<file path="config.mk">
export PLATFORM = sky130hd
export DESIGN_NAME = sram_rd_oe_ctl
export DESIGN_NICKNAME = d
export VERILOG_FILES = /design/src/rtl/sram_oc_pkg.sv /design/src/rtl/sram_sel_dly.sv /design/src/rtl/sram_cmd_stage.sv /design/src/rtl/sram_store.sv /design/src/rtl/sram_rd_oe_ctl.sv
export SDC_FILE = /design/constraint.sdc
export NUM_CORES = 1
export LEC_CHECK = 0
export BUFFER_PORTS_ARGS = -buffer_cell sky130_fd_sc_hd__buf_2
export CAP_MARGIN = 20
export CORE_UTILIZATION = 40
export DETAILED_ROUTE_END_ITERATION = 16
export GPL_TIMING_DRIVEN = 1
export SYNTH_ARGS = -nofsm -noshare
export SYNTH_HDL_FRONTEND = slang
export SYNTH_SLANG_ARGS = --single-unit
</file>
<file path="constraint.sdc">
create_clock -name clk -period 2.01 [get_ports clk]
set_input_delay 0.5025 -clock clk [delete_from_list [all_inputs] [get_ports clk]]
set_output_delay 0.5025 -clock clk [all_outputs]
set_load 0.005 [all_outputs]
</file>
<file path="src/rtl/sram_oc_pkg.sv">
package sram_oc_pkg;
  typedef enum logic [1:0] {
    OP_NONE  = 2'd0,
    OP_READ  = 2'd1,
    OP_WRITE = 2'd2
  } op_e;
endpackage

</file>
<file path="src/rtl/sram_sel_dly.sv">
module sram_sel_dly (
  input  logic clk,
  input  logic rst_n,
  input  logic ce_n,
  input  logic cs0,
  input  logic cs1_n,
  output logic sel_raw,
  output logic en_dly
);
  logic sel_q;
  logic sel_q2;

  assign sel_raw = !ce_n && cs0 && !cs1_n;

  // en_dly after edge k+1 reflects selection on edges k and k-1
  always_ff @(posedge clk or negedge rst_n) begin
    if (!rst_n) begin
      sel_q  <= 1'b0;
      sel_q2 <= 1'b0;
      en_dly <= 1'b0;
    end else begin
      sel_q  <= sel_raw;
      sel_q2 <= sel_q;
      en_dly <= sel_q && sel_q2;
    end
  end
endmodule

</file>
<file path="src/rtl/sram_cmd_stage.sv">
module sram_cmd_stage
  import sram_oc_pkg::*;
#(
  parameter int AW = 4,
  parameter int DW = 32,
  localparam int NB = DW / 8
) (
  input  logic          clk,
  input  logic          rst_n,
  input  logic          sel_raw,
  input  logic          ads_n,
  input  logic [AW-1:0] rd_addr,
  input  logic          gw_n,
  input  logic          bwe_n,
  input  logic [NB-1:0] bw_n,
  input  logic [DW-1:0] wdata,
  output op_e           op_q,
  output logic [AW-1:0] addr_q,
  output logic [DW-1:0] wdata_q,
  output logic [NB-1:0] bmask_q
);
  logic [NB-1:0] bmask;
  op_e           op;

  always_comb begin
    if (!gw_n)       bmask = '1;
    else if (!bwe_n) bmask = ~bw_n;
    else             bmask = '0;
    if (!(sel_raw && !ads_n)) op = OP_NONE;
    else if (|bmask)          op = OP_WRITE;
    else                      op = OP_READ;
  end

  always_ff @(posedge clk or negedge rst_n) begin
    if (!rst_n) begin
      op_q    <= OP_NONE;
      addr_q  <= '0;
      wdata_q <= '0;
      bmask_q <= '0;
    end else begin
      op_q    <= op;
      addr_q  <= rd_addr;
      wdata_q <= wdata;
      bmask_q <= bmask;
    end
  end
endmodule

</file>
<file path="src/rtl/sram_store.sv">
module sram_store
  import sram_oc_pkg::*;
#(
  parameter int AW = 4,
  parameter int DW = 32,
  localparam int NB    = DW / 8,
  localparam int DEPTH = 1 << AW
) (
  input  logic          clk,
  input  logic          rst_n,
  input  op_e           op_q,
  input  logic [AW-1:0] addr_q,
  input  logic [DW-1:0] wdata_q,
  input  logic [NB-1:0] bmask_q,
  output logic [DW-1:0] rd_data,
  output logic          rd_valid
);
  logic [DW-1:0] rd_word;

  for (genvar b = 0; b < NB; b++) begin : g_lane
    logic [7:0] lane [DEPTH];
    always_ff @(posedge clk) begin
      if (op_q == OP_WRITE && bmask_q[b]) lane[addr_q] <= wdata_q[b*8 +: 8];
    end
    assign rd_word[b*8 +: 8] = lane[addr_q];
  end

  always_ff @(posedge clk or negedge rst_n) begin
    if (!rst_n) begin
      rd_data  <= '0;
      rd_valid <= 1'b0;
    end else begin
      rd_valid <= (op_q == OP_READ);
      if (op_q == OP_READ) rd_data <= rd_word;
    end
  end

  // a pipeline read always yields a valid result on the next edge
  assert_read_yields_valid_R2: assert property (@(posedge clk) disable iff (!rst_n)
    (op_q == OP_READ) |=> rd_valid);

  // the result register holds when no read is in the pipeline
  assert_result_held_R2: assert property (@(posedge clk) disable iff (!rst_n)
    (op_q != OP_READ) |=> $stable(rd_data));
endmodule

</file>
<file path="src/rtl/sram_rd_oe_ctl.sv">
module sram_rd_oe_ctl
  import sram_oc_pkg::*;
#(
  parameter int DW = 32,
  parameter int AW = 4,
  localparam int NB = DW / 8
) (
  input  logic          clk,
  input  logic          rst_n,
  input  logic          ce_n,
  input  logic          cs0,
  input  logic          cs1_n,
  input  logic          ads_n,
  input  logic [AW-1:0] rd_addr,
  input  logic          gw_n,
  input  logic          bwe_n,
  input  logic [NB-1:0] bw_n,
  input  logic [DW-1:0] wdata,
  input  logic          oe_n,
  output logic [DW-1:0] rd_data,
  output logic          rd_valid,
  output logic          dq_drive,
  output logic [DW-1:0] dq_out
);
  logic          sel_raw;
  logic          en_dly;
  op_e           op_q;
  logic [AW-1:0] addr_q;
  logic [DW-1:0] wdata_q;
  logic [NB-1:0] bmask_q;
  logic          wr_busy;

  sram_sel_dly u_sel (
    .clk    (clk),
    .rst_n  (rst_n),
    .ce_n   (ce_n),
    .cs0    (cs0),
    .cs1_n  (cs1_n),
    .sel_raw(sel_raw),
    .en_dly (en_dly)
  );

  sram_cmd_stage #(.AW(AW), .DW(DW)) u_cmd (
    .clk    (clk),
    .rst_n  (rst_n),
    .sel_raw(sel_raw),
    .ads_n  (ads_n),
    .rd_addr(rd_addr),
    .gw_n   (gw_n),
    .bwe_n  (bwe_n),
    .bw_n   (bw_n),
    .wdata  (wdata),
    .op_q   (op_q),
    .addr_q (addr_q),
    .wdata_q(wdata_q),
    .bmask_q(bmask_q)
  );

  sram_store #(.AW(AW), .DW(DW)) u_store (
    .clk     (clk),
    .rst_n   (rst_n),
    .op_q    (op_q),
    .addr_q  (addr_q),
    .wdata_q (wdata_q),
    .bmask_q (bmask_q),
    .rd_data (rd_data),
    .rd_valid(rd_valid)
  );

  assign wr_busy  = (op_q == OP_WRITE);
  assign dq_drive = !oe_n && en_dly && rd_valid && !wr_busy;
  assign dq_out   = dq_drive ? rd_data : '0;

  // an edge without an accepted access gives no read data one cycle later
  assert_deselect_single_cycle_R7: assert property (@(posedge clk) disable iff (!rst_n)
    !(sel_raw && !ads_n) |=> ##1 !rd_valid);

  // a deselected edge blocks drive of the following edge's read result
  assert_switch_holds_off_R4: assert property (@(posedge clk) disable iff (!rst_n)
    !sel_raw |=> ##2 !dq_drive);

  // an accepted write mutes the bus in the next cycle
  assert_write_mutes_bus_R6: assert property (@(posedge clk) disable iff (!rst_n)
    (sel_raw && !ads_n && (!gw_n || (!bwe_n && !(&bw_n)))) |=> !dq_drive);
endmodule

</file>
==> run_results.csv, run 1 <==
group,metric,value,unit
die,die_width,238,um
detailed_routing,first_pass_iters,5,
yosys,synth_most_common_cell,"edfxtp_1",
worst_setup_path,critPathLaunchType,"flip-flop",
global_routing,grtUsageMet3,3.22,%
yosys,synth_area_leaders,"edfxtp_1 69%, dfrtp_1 8.7%, mux2i_1 6.3%",
detailed_routing,ant_nets,0,
place,globalplace.congestion,0.817,
sta,period_needed,2.51,ns
global_routing,grt_overflow_total,0,
cts,clk_pin_slew,0.07,ns
cts,cts_buffers,60,
yosys,synth_area,22300,um^2
yosys,synth_ff_type,"edfxtp_1",
sta,finalSetupViolations,33,
global_routing,grt_pass1_wl,80.5,mm
sta,worstMarginPinSlew,0.690,ns
die,core-area,55100,um^2
yosys,synthTopCellsByCount,"512 x edfxtp_1, 140 x mux2i_1, 118 x nor2_1",
sta,clock.fmax,399,MHz
detailed_routing,vias_per_cell,5.31,
cts,htreeDepth,2,
global_routing,busiest_layer,"met2",
detailed_routing,drt_iter0_markers,1044,
detailed_routing,drt-total-wl,55.2,mm
yosys,yosysSeqAreaShare,77.6,%
power_and_ir_drop,vdd_ir_drop_max,656,uV
sta,slew_headroom,53.5,%
power_and_ir_drop,power.total,26.3,mW
global_routing,grt.met1_usage,27.4,%
sta,rsz0062_at_grt,"yes",
sta,finalHoldViolations,0,
cts,cts_buffer_depth,3,
power_and_ir_drop,p_leak,9.78,nW
worst_setup_path,path_max_fanout,5,
yosys,synth_edf_count,512,
die,io_pins,115,
place,dp_hpwl,34.5,mm
finish,drive_gt1_share,29.2,%
yosys,synth_top_area_share,68.8,%
cts,clock_sinks,590,
run_status,violations,"setup timing",
finish,syn2layout_area_growth,22.6,%
place,io_buffers,114,
die,start_util,40.5,%
global_routing,grt_pass1_vias,12100,
yosys,synth_nets,1250,
global_routing,grt_use_total,19.4,%
run_status,status,"finished, violations left",
yosys,synth-seq-cells,590,
worst_setup_path,worstPathArrival,2.01,ns
yosys,async_reset_ff_share,13.2,%
die,die_area,56800,um^2
sta,finalCritPeriodShare,125,%
worst_hold_path,hp-class,"input pin to flip-flop",
cts,clkLatencyLatePin,0.63,ns
global_routing,grt_max_degree,44,
cts,cts_tree,"yes",
sta,timing.final.ws_setup,-0.499,ns
yosys,synth_largest_area_cell,"edfxtp_1",
sta,timing.hold.ws,0.0315,ns
die,die_y,238,um
detailed_routing,drc_errors,0,
detailed_routing,wl_per_cell,24.2,um
worst_setup_path,cp.required,1.51,ns
power_and_ir_drop,p_per_area,960,nW/um^2
die,rows,86,
finish,nets,1533,
yosys,avgSynthCellArea,18.6,um^2
detailed_routing,vias,12100,
yosys,syn_inst,1201,
sta,slew_violations,0,
worst_setup_path,cp-end-kind,"output port",
yosys,yosys_warnings,0,
cts,cts_root_buf,"clkbuf_16",
global_routing,use_met2,31.0,%
job,maxCapViolCount,0,
global_routing,antenna_found_initial,2,
yosys,yosys.cell_types.count,33,
sta,fin_skew,0.0276,ns
worst_setup_path,critPathKind,"flip-flop to output port",
[critical path: stages (launching register included)]
cell and delay (ns):
dfrtp_1 0.44, nor2b_4 0.22, nor3_4 0.08, buf_4 0.14, buf_6 0.11, buf_6 0.13
and2_4 0.16, buf_6 0.11
[final timing paths]
path                                from                             to  slack, ns  depth (start not counted)
setup / recovery           u_cmd.op_q[0]                     dq_out[28]      -0.50                          7
hold / removal                  wdata[6]               u_cmd.wdata_q[6]       0.03                          1
setup reg to reg           u_cmd.op_q[0]  u_store.g_lane[1].lane[12][2]       0.04                          5
hold reg to reg              u_sel.sel_q                   u_sel.sel_q2       0.39                          0
max in group asynchronous          rst_n                u_cmd.addr_q[3]       1.04                          3
min in group asynchronous          rst_n              u_cmd.wdata_q[24]       0.37                          2
[through the flow]
step                      TNS, ns  cells  worst slack, ns  instance area (um^2)  utilization, %
after CTS                  -16.91   2276           -0.532                 27100            49.2
after floorplan             -5.50   1201          -0.0308                 22300               -
after global placement     -25.17   2125           -0.155                 24700            44.8
after global routing       -17.00   2283           -0.559                 27400            49.7
final                      -14.85   2283           -0.499                 27400            49.7
after detailed placement   -37.96   2125           -0.184                 24700            44.8
[layer usage]
metal / share of wire, % / wire, um
met1: 44 / 24300
met2: 48 / 26600
met3: 5.6 / 3110
met4: 2.2 / 1210
met5: 0 / 0
[registers in the layout, summed over array words and instances (netlist names), 2 cells and up]
register and flops:
u_cmd.bmask_q 4, u_store.g_lane.lane 512, u_cmd.addr_q 4, u_cmd.wdata_q 32, u_store.rd_data 32, u_cmd.op_q 2
[what timing repair did]
action                                 4_1_cts  5_1_grt
pin swaps                                    1        3
endpoints found under the hold margin       55        1
setup buffers                                6        6
gates cloned                                 2        1
gates resized for setup                     10       52
hold buffers                                31        1
setup endpoints to repair                  546      298
[power by group]
part	switching [mW]	leakage (nW)	internal, mW	total [mW]
registers	0.302	5.56	13.5	13.8
clock network	4.72	0.949	6.55	11.3
logic	0.625	3.26	0.593	1.22
[layout make-up]
| class | instances | area (um^2) |
|---|---|---|
| multi-input cells | 543 | 4720 |
| clock buffers | 74 | 1600 |
| diodes | 1 | 2.50 |
| repair buffers | 289 | 2390 |
| flip-flops and latches | 590 | 17300 |
| fillers | 4572 | 27700 |
| clock inverters | 38 | 405 |
| well taps | 748 | 936 |
[cells by family after synthesis]
family	synth area share, %
AO/OA/AOI/OAI	4.44
buffers and inverters	1.94
flip-flops	77.6
multiplexers	12.1
AND/OR/NAND/NOR	3.94
[placed cells by master (no fill, tap or decap), types with 23 or more instances in the layout]
master | Yosys | final
edfxtp_1 | 512 | 512
dfrtp_1 | 78 | 75
buf_12 | 0 | 23
nor2_1 | 118 | 114
buf_2 | 23 | 100
clkbuf_16 | 0 | 62
a21oi_1 | 27 | 27
mux2i_1 | 140 | 140
o22ai_1 | 37 | 37
buf_4 | 9 | 115
mux4_2 | 58 | 58
dlygate4sd3_1 | 0 | 32
Note: power is estimated with default switching activity, not from simulation.
==> inputs of run 2 (changes only) <==
==> constraint.sdc (replaced) <==
create_clock -name clk -period 2.8 [get_ports clk]
set_input_delay 0.7 -clock clk [delete_from_list [all_inputs] [get_ports clk]]
set_output_delay 0.7 -clock clk [all_outputs]
set_load 0.005 [all_outputs]
==> run 2 against run 1 <==
  * The run now ends clean
  * Critical path depth shrank 2
  * Count of clock-buffer cells in the layout grew 1
  * Core utilization shrank 2.2 points
  * Die area is the same
  * Largest cell class unchanged
  * Combinational power shrank 39%
  * Global-route usage shrank 0.78 points
  * Setup slack gained 0.65 ns
  * Worst hold slack gained 0.020 ns
  * Clock skew shrank 0.011 ns
  * Register-to-register slack gained 0.51 ns
  * Cell count shrank 3.4%
  * Highest routed layer unchanged
  * First-iteration DRC count grew 3.7%
==> run_results.csv, run 2 (synthesis gave the netlist of run 1 again) <==
group,metric,value,unit
power_and_ir_drop,p_leak,9.30,nW
finish,final_core_util,47.5,%
worst_setup_path,path_delay_family,"simple AND/OR/NAND/NOR gates",
die,start_util,40.5,%
place,globalplace.congestion,0.807,
sta,finalCritPeriodShare,94.5,%
power_and_ir_drop,p_per_area,706,nW/um^2
cts,htreeDepth,2,
cts,cts_hold_buf,0,
die,core-area,55100,um^2
place,place_ws,0.468,ns
finish,layout_common_cells,"512 x edfxtp_1, 140 x mux2i_1, 118 x nor2_1",
detailed_routing,wl_per_cell,23.5,um
sta,finalSetupViolations,0,
cts,cts_buffer_depth,3,
detailed_routing,drt-total-wl,51.9,mm
cts,cts_buffers,58,
sta,finalHoldViolations,0,
worst_setup_path,path_max_fanout,14,
detailed_routing,drc_errors,0,
place,io_buffers,114,
run_status,status,"finished clean",
power_and_ir_drop,power.total,18.5,mW
sta,timing.final.ws_setup,0.153,ns
finish,largest_reg_flops,512,
finish,fillers,4706,
sta,slew_violations,0,
worst_setup_path,slowest_delay,0.40,ns
global_routing,grt_pass1_wl,76.6,mm
cts,clock_sinks,590,
sta,clock.fmax,378,MHz
cts,cts_tree,"yes",
die,die_width,238,um
worst_setup_path,worstPathArrival,1.95,ns
detailed_routing,vias,11500,
power_and_ir_drop,vdd_ir_drop_max,450,uV
finish,drive_gt1_share,25.9,%
worst_hold_path,hp-class,"input pin to async pin",
cts,clkLatencyLatePin,0.61,ns
global_routing,grt_pass1_vias,11700,
worst_setup_path,critPathLaunchType,"flip-flop",
cts,cts_root_buf,"clkbuf_16",
die,die_y,238,um
die,io_pins,115,
die,die_area,56800,um^2
worst_setup_path,critPathKind,"flip-flop to output port",
worst_setup_path,cp-end-kind,"output port",
place,dp_hpwl,32.9,mm
finish,antenna_cells,0,
die,rows,86,
global_routing,grt_use_total,18.6,%
sta,slew_headroom,37.0,%
sta,rsz0062_at_grt,"no",
detailed_routing,vias_per_cell,5.21,
sta,worstMarginPinSlew,0.946,ns
finish,syn2layout_area_growth,17.3,%
global_routing,grt_max_degree,79,
detailed_routing,ant_nets,0,
finish,fin_area,26200,um^2
worst_setup_path,crit_slowest_cell,"dfrtp_1",
detailed_routing,drt_iter0_markers,1083,
cts,clk_pin_slew,0.06,ns
finish,nets,1456,
sta,fin_skew,0.0170,ns
worst_setup_path,path_cells,"nor2b_2, nor3_2, buf_4, and2_1, buf_2",
place,place_area,24200,um^2
finish,reg.largest.list,"u_store.g_lane.lane x512, u_cmd.wdata_q x32, u_store.rd_data x32",
finish,top_register,"u_store.g_lane.lane",
worst_setup_path,cp.required,2.10,ns
worst_setup_path,path_buf_inv,2,
global_routing,grt_overflow_total,0,
finish,final_common_cell,"edfxtp_1",
sta,period_needed,2.65,ns
job,maxCapViolCount,0,
global_routing,antenna_found_initial,3,
sta,tns,0,ns
detailed_routing,first_pass_iters,5,
[run 2: cell types whose count changed in the layout (fill, tap and decap cells not counted), sizes merged, moves of 2 or more]
cell | previous run | this run
clkinvlp | 9 | 4
dlygate4sd3 | 32 | 0
buf | 256 | 214
clkinv | 18 | 25
bufinv | 7 | 5
inv | 4 | 1
[run 2: cell type report]
cell class                      instances  area (um^2)  area share [%]
Multi-Input combinational cell        543         4600            17.6
Sequential cell                       590        17300            66.2
Tap cell                              748          936            3.57
Clock inverter                         35          310            1.18
Clock buffer                           75         1650            6.30
Timing Repair Buffer                  214         1370            5.21
[run 2: layer usage]
layer	part of all wire (%)	GRT usage, %	vias to the layer above
met2	49	30.8	345
li1	-	-	5158
met4	2.2	5.63	0
met5	0	0	-
met3	5.7	2.94	63
met1	43	25.4	5932
[run 2: worst register-to-register path, delay by kind of cell, from the launching register on]
family                 cells  cell delay [ns]
AO/OA/AOI/OAI              2             0.31
buffers and inverters      2             0.74
flip-flops                 1             0.63
AND/OR/NAND/NOR            2             0.48
[run 2: path summary, 6_finish.rpt]
kind	from	endpoint	slack, ns	depth (start not counted)
setup / recovery	u_cmd.op_q[1]	dq_out[6]	0.15	5
hold / removal	rst_n	u_cmd.wdata_q[3]	0.05	1
setup reg to reg	u_cmd.addr_q[3]	u_store.rd_data[7]	0.55	6
hold reg to reg	u_sel.sel_q	u_sel.sel_q2	0.37	0
max in group asynchronous	rst_n	u_cmd.addr_q[1]	2.02	2
min in group clk	wdata[20]	u_cmd.wdata_q[20]	0.19	1
[run 2: power breakdown]
part | switching [mW] | total, mW | internal, mW
clock | 3.23 | 7.84 | 4.61
sequential | 0.216 | 9.91 | 9.69
combinational | 0.413 | 0.744 | 0.331
total | 3.86 | 18.5 | 14.6
[run 2: repair_timing]
item	in CTS	in global routing
resized for setup	0	2
setup endpoints to repair	0	31
setup buffers	0	0
[run 2: through the flow]
step | instances | hold slack, ns
finish | 2205 | 0.0512
global route | 2205 | 0.0577
CTS | 2205 | 0.0434
detailed placement | 2095 | 0.361
global placement | 2095 | 0.358
floorplan | 1201 | 0.347
==> inputs of run 3 (changes only) <==
--- a/config.mk
+++ b/config.mk
@@ -10,6 +10,7 @@
 export CORE_UTILIZATION = 40
 export DETAILED_ROUTE_END_ITERATION = 16
 export GPL_TIMING_DRIVEN = 1
+export REMOVE_ABC_BUFFERS = 1
 export SYNTH_ARGS = -nofsm -noshare
 export SYNTH_HDL_FRONTEND = slang
 export SYNTH_SLANG_ARGS = --single-unit
==> constraint.sdc (replaced) <==
create_clock -name clk -period 3.4 [get_ports clk]
set_input_delay 0.85 -clock clk [delete_from_list [all_inputs] [get_ports clk]]
set_output_delay 0.85 -clock clk [all_outputs]
set_load 0.01 [all_outputs]
==> run 3 against run 2 <==
  * Wire length decreased by 3.0%
  * Register-to-register slack improved by 0.28 ns
  * Via count decreased by 0.33%
  * Non-clock buffer count decreased by 14
  * Setup slack improved by 0.29 ns
  * Worst hold slack improved by 0.19 ns
  * Core utilization about the same
  * Clock skew increased by 0.0018 ns
  * Design area about the same
  * Global-route usage decreased by 0.63 points
  * Count of clock-buffer cells in the layout increased by 1
==> run_results.csv, run 3 (synthesis gave the netlist of run 1 again) <==
group,metric,value,unit
detailed_routing,drt-total-wl,50.3,mm
cts,htreeDepth,2,
cts,cts_buffers,59,
cts,ctsResizeCount,0,
die,rows,86,
worst_hold_path,hp-class,"input pin to async pin",
worst_setup_path,crit_slowest_cell,"dfrtp_1",
cts,cts_tree,"yes",
run_status,status,"finished clean",
sta,slew_headroom,25.3,%
finish,antenna_cells,0,
power_and_ir_drop,vdd_ir_drop_max,395,uV
sta,timing.final.ws_setup,0.447,ns
detailed_routing,first_pass_iters,5,
power_and_ir_drop,p_per_area,591,nW/um^2
finish,top_register,"u_store.g_lane.lane",
finish,nets,1443,
finish,final_common_cell,"edfxtp_1",
power_and_ir_drop,seqPwrFrac,52.8,%
power_and_ir_drop,power.total,15.5,mW
finish,multi_input_area,4600,um^2
global_routing,grt_pass1_vias,11600,
worst_setup_path,path_cells,"nor2b_1, buf_4, nor3_2, buf_12, and2_1, buf_2",
worst_setup_path,slowest_delay,0.40,ns
die,start_util,40.5,%
global_routing,antenna_found_initial,0,
detailed_routing,wl_per_cell,22.9,um
power_and_ir_drop,sw_frac_of_total,21.0,%
power_and_ir_drop,p_leak,9.28,nW
global_routing,grt_overflow_total,0,
cts,cts_root_buf,"clkbuf_16",
sta,rsz0062_at_grt,"no",
die,die_width,238,um
die,die_area,56800,um^2
worst_setup_path,cp-end-kind,"output port",
finish,fillers,4723,
detailed_routing,vias,11500,
finish,layout_common_cells,"512 x edfxtp_1, 140 x mux2i_1, 118 x nor2_1",
finish,drive_gt1_share,25.3,%
global_routing,grt_use_total,18.0,%
global_routing,grt_max_degree,62,
die,io_pins,115,
cts,clock_sinks,590,
power_and_ir_drop,p_int,12.2,mW
job,maxCapViolCount,0,
detailed_routing,drt_iter0_markers,1002,
sta,finalSetupViolations,0,
worst_setup_path,critPathKind,"flip-flop to output port",
sta,finalCritPeriodShare,86.9,%
sta,worstMarginPinSlew,1.12,ns
place,io_buffers,114,
sta,slew_violations,0,
sta,finalHoldViolations,0,
sta,clock.fmax,339,MHz
sta,tns,0,ns
worst_setup_path,worstPathArrival,2.10,ns
worst_setup_path,cp.required,2.55,ns
finish,syn2layout_area_growth,17.2,%
cts,cts_hold_buf,0,
cts,clk_pin_slew,0.06,ns
cts,clkLatencyLatePin,0.62,ns
cts,postCtsSetupBuffers,0,
cts,cts_buffer_depth,3,
worst_setup_path,path_max_fanout,33,
sta,fin_skew,0.0188,ns
place,dp_cells,2080,
finish,seq_area,17300,um^2
finish,reg.largest.list,"u_store.g_lane.lane x512, u_cmd.wdata_q x32, u_store.rd_data x32",
power_and_ir_drop,p_comb_share,3.9,%
power_and_ir_drop,power_switching,3.25,mW
place,place_ws,0.780,ns
finish,fin_cells,2193,
place,globalplace.congestion,0.772,
detailed_routing,drc_errors,0,
detailed_routing,vias_per_cell,5.23,
worst_setup_path,critPathLaunchType,"flip-flop",
place,dp_hpwl,31.0,mm
global_routing,grt_pass1_wl,74.7,mm
die,core-area,55100,um^2
finish,largest_reg_flops,512,
die,die_y,238,um
sta,period_needed,2.95,ns
detailed_routing,ant_nets,0,
power_and_ir_drop,p_clk_share,43.3,%
==> run 3: worst max-delay path: cells and delay by family, from the launching register on <==
kind          cells  cell delay [ns]
simple gates      3             0.53
flops             1             0.40
buf+inv           3             0.52
==> run 3: worst paths after layout <==
check	endpoint	startpoint	slack [ns]	depth (start not counted)
min in group clk	u_cmd.wdata_q[3]	wdata[3]	0.33	1
worst min-delay path	u_cmd.wdata_q[25]	rst_n	0.24	1
worst max register to register	u_store.g_lane[0].lane[14][2]	u_cmd.addr_q[2]	0.83	4
max in group asynchronous	u_cmd.addr_q[1]	rst_n	2.42	2
worst max-delay path	dq_out[30]	u_cmd.op_q[1]	0.45	6
worst min register to register	u_sel.sel_q2	u_sel.sel_q	0.38	0
==> run 3: cell type report <==
class | count | share of cell area, %
flip-flops and latches | 590 | 66.2
clock inverters | 36 | 1.52
clock buffers | 76 | 6.19
repair buffers | 200 | 4.92
well taps | 748 | 3.58
multi-input cells | 543 | 17.6
==> run 3: stage by stage <==
step                instance area [um^2]  hold WS (ns)  utilization (%)
floorplan                          21900         0.347                -
global placement                   24100         0.375             43.8
detailed placement                 24100         0.373             43.8
CTS                                26200         0.252             47.5
global route                       26200         0.271             47.5
finish                             26200         0.239             47.5
==> run 3: power by group through the flow <==
stage | registers (mW) | clock network, mW | logic [mW]
after global placement | 8.31 | 0 | 0.611
after global routing | 8.19 | 7.10 | 0.661
after floorplan | 8.32 | 0 | 0.337
final | 8.17 | 6.69 | 0.605
after CTS | 8.17 | 6.82 | 0.616
after detailed placement | 8.33 | 0 | 0.614
==> run 3: routing by layer <==
layer  track usage (%)  part of all wire (%)  vias up  wire length (um)
li1                  -                     -     5148                 -
met1              25.3                    45     5938             22600
met2              29.3                    48      301             24200
met3              2.90                   4.9       73              2470
met4              4.43                   2.0        0              1020
met5                 0                     0        -                 0
